===== src/rtl/seg_xlate_pkg.sv =====
package seg_xlate_pkg;

    localparam int BYTE_W     = 8;
    localparam int SEG_W      = 2 * BYTE_W;
    localparam int OFF_W      = 2 * BYTE_W;
    localparam int SEL_W      = 3;
    localparam int N_SEL      = 1 << SEL_W;
    localparam int NORM_SHIFT = 4;
    localparam int WIDE_SHIFT = 8;
    localparam int ADDR_W     = SEG_W + WIDE_SHIFT;
    localparam int NORM_W     = SEG_W + NORM_SHIFT;

    // Command codes on the select lines
    typedef enum logic [SEL_W-1:0] {
        SEL_OFF_LO = 3'd0,
        SEL_OFF_HI = 3'd1,
        SEL_SEG_LO = 3'd2,
        SEL_SEG_HI = 3'd3,
        SEL_RD     = 3'd4,
        SEL_WR     = 3'd5,
        SEL_NORM   = 3'd6,
        SEL_WIDE   = 3'd7
    } sel_code_e;

    typedef struct packed {
        logic [SEG_W-1:0]  seg;
        logic [OFF_W-1:0]  off;
        logic              wide;
        logic              rd;
        logic              wr;
        logic [BYTE_W-1:0] wdata;
        logic [BYTE_W-1:0] rdata;
        logic              rvalid;
    } xlate_state_t;

endpackage


===== src/rtl/seg_xlate_sel_decode.sv =====
module seg_xlate_sel_decode #(
    parameter int SEL_W = 3,
    localparam int N_OUT = 1 << SEL_W
) (
    input  logic             stb,
    input  logic [SEL_W-1:0] sel,
    output logic [N_OUT-1:0] hit
);
    // One-hot decode gated by the strobe
    for (genvar i = 0; i < N_OUT; i++) begin : g_line
        assign hit[i] = stb && (sel == SEL_W'(i));
    end
endmodule


===== src/rtl/seg_xlate_ripple.sv =====
module seg_xlate_ripple #(
    parameter int WIDTH   = 24,
    parameter int SLICE_W = 4,
    localparam int N_SLICE = WIDTH / SLICE_W
) (
    input  logic [WIDTH-1:0] a,
    input  logic [WIDTH-1:0] b,
    output logic [WIDTH-1:0] sum
);
    // carry[i] is the carry into slice i
    logic [N_SLICE-1:0] carry;

    assign carry[0] = 1'b0;

    for (genvar i = 0; i < N_SLICE; i++) begin : g_slice
        logic [SLICE_W-1:0] sa;
        logic [SLICE_W-1:0] sb;
        assign sa = a[i*SLICE_W +: SLICE_W];
        assign sb = b[i*SLICE_W +: SLICE_W];
        if (i < N_SLICE - 1) begin : g_mid
            logic [SLICE_W:0] part;
            assign part = {1'b0, sa} + {1'b0, sb} + {{SLICE_W{1'b0}}, carry[i]};
            assign sum[i*SLICE_W +: SLICE_W] = part[SLICE_W-1:0];
            assign carry[i+1] = part[SLICE_W];
        end else begin : g_top
            // Final slice: carry out wraps
            assign sum[i*SLICE_W +: SLICE_W] = sa + sb + {{(SLICE_W-1){1'b0}}, carry[i]};
        end
    end
endmodule


===== src/rtl/seg_xlate_regs.sv =====
module seg_xlate_regs
    import seg_xlate_pkg::*;
(
    input  logic              clk,
    input  logic              rst_n,
    input  logic [N_SEL-1:0]  hit,
    input  logic [BYTE_W-1:0] host_wdata,
    input  logic [BYTE_W-1:0] ram_rdata,
    output xlate_state_t      state_q
);
    xlate_state_t state_d;

    always_comb begin
        state_d    = state_q;
        state_d.rd = 1'b0;
        state_d.wr = 1'b0;

        if (state_q.rd) begin
            state_d.rdata  = ram_rdata;
            state_d.rvalid = 1'b1;
        end

        if (hit[SEL_OFF_LO]) state_d.off[BYTE_W-1:0]      = host_wdata;
        if (hit[SEL_OFF_HI]) state_d.off[OFF_W-1:BYTE_W]  = host_wdata;
        if (hit[SEL_SEG_LO]) state_d.seg[BYTE_W-1:0]      = host_wdata;
        if (hit[SEL_SEG_HI]) state_d.seg[SEG_W-1:BYTE_W]  = host_wdata;

        if (hit[SEL_RD]) begin
            state_d.rd     = 1'b1;
            state_d.rvalid = 1'b0;
        end
        if (hit[SEL_WR]) begin
            state_d.wr    = 1'b1;
            state_d.wdata = host_wdata;
        end

        if (hit[SEL_NORM]) state_d.wide = 1'b0;
        if (hit[SEL_WIDE]) state_d.wide = 1'b1;
    end

    always_ff @(posedge clk) begin
        if (!rst_n) begin
            state_q <= '0;
        end else begin
            state_q <= state_d;
        end
    end
endmodule


===== src/rtl/seg_xlate.sv =====
module seg_xlate
    import seg_xlate_pkg::*;
#(
    parameter int SLICE_W = 4
) (
    input  logic              clk,
    input  logic              rst_n,
    input  logic              host_stb,
    input  logic [SEL_W-1:0]  host_sel,
    input  logic [BYTE_W-1:0] host_wdata,
    output logic [BYTE_W-1:0] host_rdata,
    output logic              host_rvalid,
    output logic              mode_o,
    output logic [ADDR_W-1:0] ram_addr,
    output logic              ram_rd,
    output logic              ram_wr,
    output logic [BYTE_W-1:0] ram_wdata,
    input  logic [BYTE_W-1:0] ram_rdata
);
    localparam logic [ADDR_W-1:0] NORM_MASK = ADDR_W'((1 << NORM_W) - 1);

    logic [N_SEL-1:0]  hit;
    xlate_state_t      st_q;
    logic [ADDR_W-1:0] seg_shifted;
    logic [ADDR_W-1:0] off_ext;
    logic [ADDR_W-1:0] raw_sum;

    seg_xlate_sel_decode #(.SEL_W(SEL_W)) u_dec (
        .stb (host_stb),
        .sel (host_sel),
        .hit (hit)
    );

    seg_xlate_regs u_regs (
        .clk        (clk),
        .rst_n      (rst_n),
        .hit        (hit),
        .host_wdata (host_wdata),
        .ram_rdata  (ram_rdata),
        .state_q    (st_q)
    );

    always_comb begin
        if (st_q.wide) seg_shifted = ADDR_W'(st_q.seg) << WIDE_SHIFT;
        else           seg_shifted = ADDR_W'(st_q.seg) << NORM_SHIFT;
        off_ext = ADDR_W'(st_q.off);
    end

    seg_xlate_ripple #(.WIDTH(ADDR_W), .SLICE_W(SLICE_W)) u_add (
        .a   (seg_shifted),
        .b   (off_ext),
        .sum (raw_sum)
    );

    assign ram_addr    = st_q.wide ? raw_sum : (raw_sum & NORM_MASK);
    assign mode_o      = st_q.wide;
    assign ram_rd      = st_q.rd;
    assign ram_wr      = st_q.wr;
    assign ram_wdata   = st_q.wdata;
    assign host_rdata  = st_q.rdata;
    assign host_rvalid = st_q.rvalid;
endmodule


===== config.mk =====
export PLATFORM = sky130hd
export DESIGN_NAME = seg_xlate
export DESIGN_NICKNAME = d
export VERILOG_FILES = /design/src/rtl/seg_xlate_pkg.sv /design/src/rtl/seg_xlate_sel_decode.sv /design/src/rtl/seg_xlate_ripple.sv /design/src/rtl/seg_xlate_regs.sv /design/src/rtl/seg_xlate.sv
export SDC_FILE = /design/constraint.sdc
export NUM_CORES = 1
export LEC_CHECK = 0
export BUFFER_PORTS_ARGS = -buffer_cell sky130_fd_sc_hd__buf_4
export CAP_MARGIN = 10
export CORE_MARGIN = 4
export CORE_UTILIZATION = 32
export CTS_CLUSTER_SIZE = 25
export DETAILED_ROUTE_END_ITERATION = 10
export GPL_ROUTABILITY_DRIVEN = 1
export HOLD_SLACK_MARGIN = 0.03
export PLACE_DENSITY = 0.56
export SETUP_SLACK_MARGIN = 0.05
export SLEW_MARGIN = 25
export SYNTH_ARGS = -nofsm -noshare
export SYNTH_HDL_FRONTEND = slang
export SYNTH_SLANG_ARGS = --single-unit

===== constraint.sdc =====
create_clock -name clk -period 5 [get_ports clk]
set_input_delay 0.5 -clock clk [delete_from_list [all_inputs] [get_ports clk]]
set_output_delay 0.5 -clock clk [all_outputs]
set_load 0.1 [all_outputs]

# Word-level counts from Yosys, hierarchy flattened
# Cells that the tools add are included.
# W data, S select, Z words.
# op_classes
eq_ne,7
n_reduce_logical,11
bitwise,1
mux,6
addsub,9
# ops
cell,count
$mux W24,2
$add A4 B4 Y5,4
$add A5 B1 Y5,3
$eq A3 B3 Y1 const B,4
$mux W9,1
$logic_and A1 B1 Y1,8
$eq A3 B2 Y1 const B,2
$add A4 B1 Y5,1
$add A4 B1 Y4,1
$eq A3 B1 Y1 const B,1
$logic_not A3 Y1,1
$mux W1,3
$reduce_bool A2 Y1,1
$reduce_or A2 Y1,1
$not A1 Y1,1
# totals
word_cells,44
output_inout_bits,44
in_bits,22
register_bits,52

# Longest topological paths before layout
# depth
word_depth,8
mapped_depth,28
mapped_depth_nobuf,26

# Hierarchy
# Synthesis repeated with hierarchy kept, for this count alone.
# unflattened
cells_unflattened,265
area_unflattened_um2,3075.4
# modules_own_cells
mod,area_per_inst_um2,cells_each,seq_area_each_um2,n_inst
seg_xlate_regs,1964.4,165,1041.0,1
seg_xlate_ripple,732.0,64,0.0,1
seg_xlate,282.8,28,0.0,1
seg_xlate_sel_decode,96.3,8,0.0,1

# Worst setup path after synthesis
# Ideal clock, no wire load.
# synth_timing
kind,reg-to-output
startpoint,reg u_regs.state_q[19] (netlist name)
endpoint,out ram_addr[18]
arrival_ns,6.030
t_required_ns,4.500
path_slack_ns,-1.530
n_path_buf,2
stages_incl_launch_ff,25
path_cell_list,dfxtp_1 buf_2 clkbuf_1 nor2b_1 ha_1 inv_1 fa_1 nor2b_1 o21ai_0 nand2b_1 fa_1 inv_1 fa_1 nor2b_1 o21ai_0 nand2b_1 fa_1 inv_1 fa_1 nor2b_1 o21ai_0 nand2b_1 ha_1 ha_1 xnor2_1
# synth_via
elab_chain_len,7
word_cells_on_any_way,9
classes_between,add/sub: 7; mux: 2
# synth_lines
element,line,rtl
from (decl),seg_xlate_regs.sv:9,output xlate_state_t state_q
from (signal assigned),seg_xlate_regs.sv:45,state_q <= state_d;
$mux W24 (*),seg_xlate.sv:44,if (st_q.wide) seg_shifted = ADDR_W'(st_q.seg) << WIDE_SHIFT;
$add A4 B4 Y5,seg_xlate_ripple.sv:22,"assign part = {1'b0, sa} + {1'b0, sb} + {{SLICE_W{1'b0}}, carry[i]};"
$add A5 B1 Y5 (3 in series),seg_xlate_ripple.sv:22,
$add A4 B1 Y5 (*),seg_xlate_ripple.sv:22,
$mux W24 (*),seg_xlate.sv:55,assign ram_addr = st_q.wide ? raw_sum : (raw_sum & NORM_MASK);
to (decl),seg_xlate.sv:14,"output logic [ADDR_W-1:0] ram_addr,"
# Mark *: on every way between the ends. The rest lies on a longest branch, timed or not.

# Worst setup path after layout
# layout_timing
startpoint,reg u_regs.state_q[36] (netlist name)
endpoint,out ram_addr[22]
# layout_via
elab_chain_len,8
word_cells_on_any_way,9
classes_between,add/sub: 7; mux: 2
# layout_lines
element,line,rtl
$mux W24 (*),seg_xlate.sv:44,
$add A4 B4 Y5,seg_xlate_ripple.sv:22,
$add A5 B1 Y5,seg_xlate_ripple.sv:22,
$add A5 B1 Y5 (*) (2 in series),seg_xlate_ripple.sv:22,
$add A4 B1 Y5 (*),seg_xlate_ripple.sv:22,
$add A4 B1 Y4 (*),seg_xlate_ripple.sv:27,"assign sum[i*SLICE_W +: SLICE_W] = sa + sb + {{(SLICE_W-1){1'b0}}, carry[i]};"
$mux W24 (*),seg_xlate.sv:55,
# Marks and branches as above.

==> flow_summary.ini <==
[outcome]
status = complete, but fails checks
failed_checks = setup timing

[clock_tree]
numCtsBuffers = 5
clkTransAtPathRegs_ns = 0.10
worstSkewPairLatency_ns = 0.30
clockBufferDepth = 2
ctsHoldBuffers = 0
clkSinkCount = 52
clockRootBuffer = clkbuf_8
htree_levels = 2
cts_tree = done

[timing]
fin_skew_ns = 0.00514
relSlewSlack_pct = 65.3
setup_tns_ns = -0.0504
max_freq_mhz = 198
drv_slew = 0
rsz0062_at_grt = yes
post-route-min-period_ns = 5.05
finalSetupViolCount = 2
fin_ws_ns = -0.0497
fin_crit_sh_pct = 101
worst_pin_slew_ns = 0.520
finalHoldViolCount = 0

[critical_path]
slowest_stage = dfxtp_2
worstPathRequired_ns = 4.50
cp.arrival_ns = 4.55
r2r_slack_ns = 3.93
startpoint_type = flip-flop
endpoint_kind = output port
critPathMaxStageDelay_ns = 0.35
worstPathMaxFanout = 2
worstSetupPathType = flip-flop to output port

[finish]
reg.largest.list = u_regs.state_q x52
fin_cells = 470
layout-drive-gt1-share_pct = 35.6
max_flop_register = u_regs.state_q
area_delta_synth_final_pct = 28.5
fin_nets = 402
antennaDiodeCount = 0
largest_reg_flops = 52

[logic_synthesis]
async_flop_share_pct = 0
synth_area_per_cell_um2 = 9.36
synth_common_cells = dfxtp_1, nand2_1, nor2b_1, mux2i_1, buf_4
yosysMostFrequentCell = dfxtp_1
synthDistinctLibCells = 30
yosys.area.top_type_share_pct = 35.6
synth_top_area_cell = dfxtp_1
ys_seq_area_share_pct = 35.6
synth-seq-cells = 52
ys_warn_count = 0
synth_edf_count = 0
syn-instance-count = 312
synthTopCellsByArea = dfxtp_1, mux2i_1, nor2b_1, nand2_1, buf_4
synth_flop_cell = dfxtp_1
syn-cell-area_um2 = 2920
synth_nets = 353

[grt]
antenna_found_initial = 0
grt_max_degree = 53
grt_pass1_vias = 2193
grt_usage_pct = 13.3
grt_pass1_wl_mm = 11.6
grt-ovfl-total = 0

[routing]
via_per_inst = 4.60
dr.pass1.iters = 4
wl_per_cell_um = 15.1
postRouteAntennaNets = 0
drc = 0
vias = 2161
first_iter_violations = 117
routed_wl_mm = 7.10

[placement]
post-dp-hpwl_mm = 4.95
gp_congestion = 0.797
place_ws_ns = -0.0140
dpl.cell_count = 450
numPortBuffers = 65

[floorplan]
core_area_um2 = 8810
die_y_um = 104
num_io_pins = 66
die_w_um = 104
fp.dieArea_um2 = 10700
start_util_pct = 33.2
fp-row-count = 34

[pwr]
power_density_nw_per_um2 = 223
p_total_w = 0.000836
irDropWorstVdd_v = 0.000116
p_leak_nw = 1.54

[worst_hold_path]
hp-class = input port to flip-flop

[run]
maxCapViolCount = 0
power by group:
| part | leakage (nW) | switching (W) | total [W] | internal (W) |
|---|---|---|---|---|
| sequential | 0.422 | 0.00000684 | 0.000429 | 0.000422 |
| clock | 0.0445 | 0.000140 | 0.000253 | 0.000113 |
| combinational | 1.08 | 0.000105 | 0.000154 | 0.0000490 |
layer usage:
metal	share of wire, %	routed length, um	global-route usage (%)	vias to the layer above
met5	0	0	0	-
li1	-	-	-	1105
met2	48	3380	21.7	45
met3	4.4	311	3.61	4
met1	47	3340	17.7	1007
met4	0.94	67	2.94	0
what timing repair did:
action                     CTS  global route
setup endpoints to repair    4             6
pin swaps                    4             4
gates resized for setup     21            18
setup buffers                9             3
through the flow:
stage	util [%]	area [um2]	hold slack, ns
after floorplan	-	3010	0.435
after global placement	38.6	3400	0.446
after detailed placement	38.6	3400	0.452
after CTS	41.5	3650	0.431
after global routing	42.6	3750	0.441
final	42.6	3750	0.446
logic make-up (layout without fill, tap and decap cells):
kind of cell | Yosys count | count (layout) | share of synthesized area (%)
AO/OA/AOI/OAI | 35 | 35 | 8.31
flip-flops | 52 | 52 | 35.6
XOR/XNOR | 10 | 10 | 3.00
adder cells (fa/ha/maj) | 19 | 19 | 9.42
multiplexers | 37 | 37 | 13.0
AND/OR/NAND/NOR | 109 | 109 | 20.6
buffers and inverters | 50 | 100 | 10.1
worst paths after layout:
kind / cells after the start / start / end
max: 27 / u_regs.state_q[36] / ram_addr[22]
max reg2reg: 2 / u_regs.state_q[18] / u_regs.state_q[8]
min reg2reg: 2 / u_regs.state_q[23] / u_regs.state_q[23]
min: 3 / ram_rdata[6] / u_regs.state_q[7]
cells in the final DEF (no fill, tap or decap), types with 3 or more instances in the layout:
| cell type | count |
|---|---|
| a21o_1 | 3 |
| buf_4 | 71 |
| mux2i_1 | 29 |
| nand2b_1 | 4 |
| and2_4 | 5 |
| buf_6 | 4 |
| ha_1 | 8 |
| ha_4 | 6 |
| nand2_1 | 49 |
| dfxtp_1 | 50 |
| inv_1 | 9 |
| a21oi_1 | 3 |
| mux2_2 | 8 |
| clkbuf_8 | 6 |
| a21boi_0 | 16 |
| nand4b_1 | 3 |
| o21ai_1 | 3 |
| buf_12 | 5 |
| nor2b_1 | 26 |
| inv_2 | 3 |
| nor2b_2 | 3 |
| fa_2 | 5 |
| and2_1 | 4 |
| a21boi_1 | 8 |
| xnor2_1 | 6 |
layout make-up:
type	count	area (um2)
well taps	108	135
clock inverters	1	7.51
multi-input cells	210	1760
repair buffers	80	678
flip-flops and latches	52	1050
fillers	851	5050
inverters	12	45.0
clock buffers	7	86.3
critical path, delay by kind of cell (launching register included):
family | cells | cell delay, ns
DFF | 1 | 0.35
adders and majority gates | 10 | 2.14
buffers and inverters | 4 | 0.27
AOI/OAI and AO/OA | 3 | 0.19
and+or+nand+nor | 9 | 1.14
xor gates and xnor gates | 1 | 0.14
No activity file was read; power rests on OpenSTA's default activity.
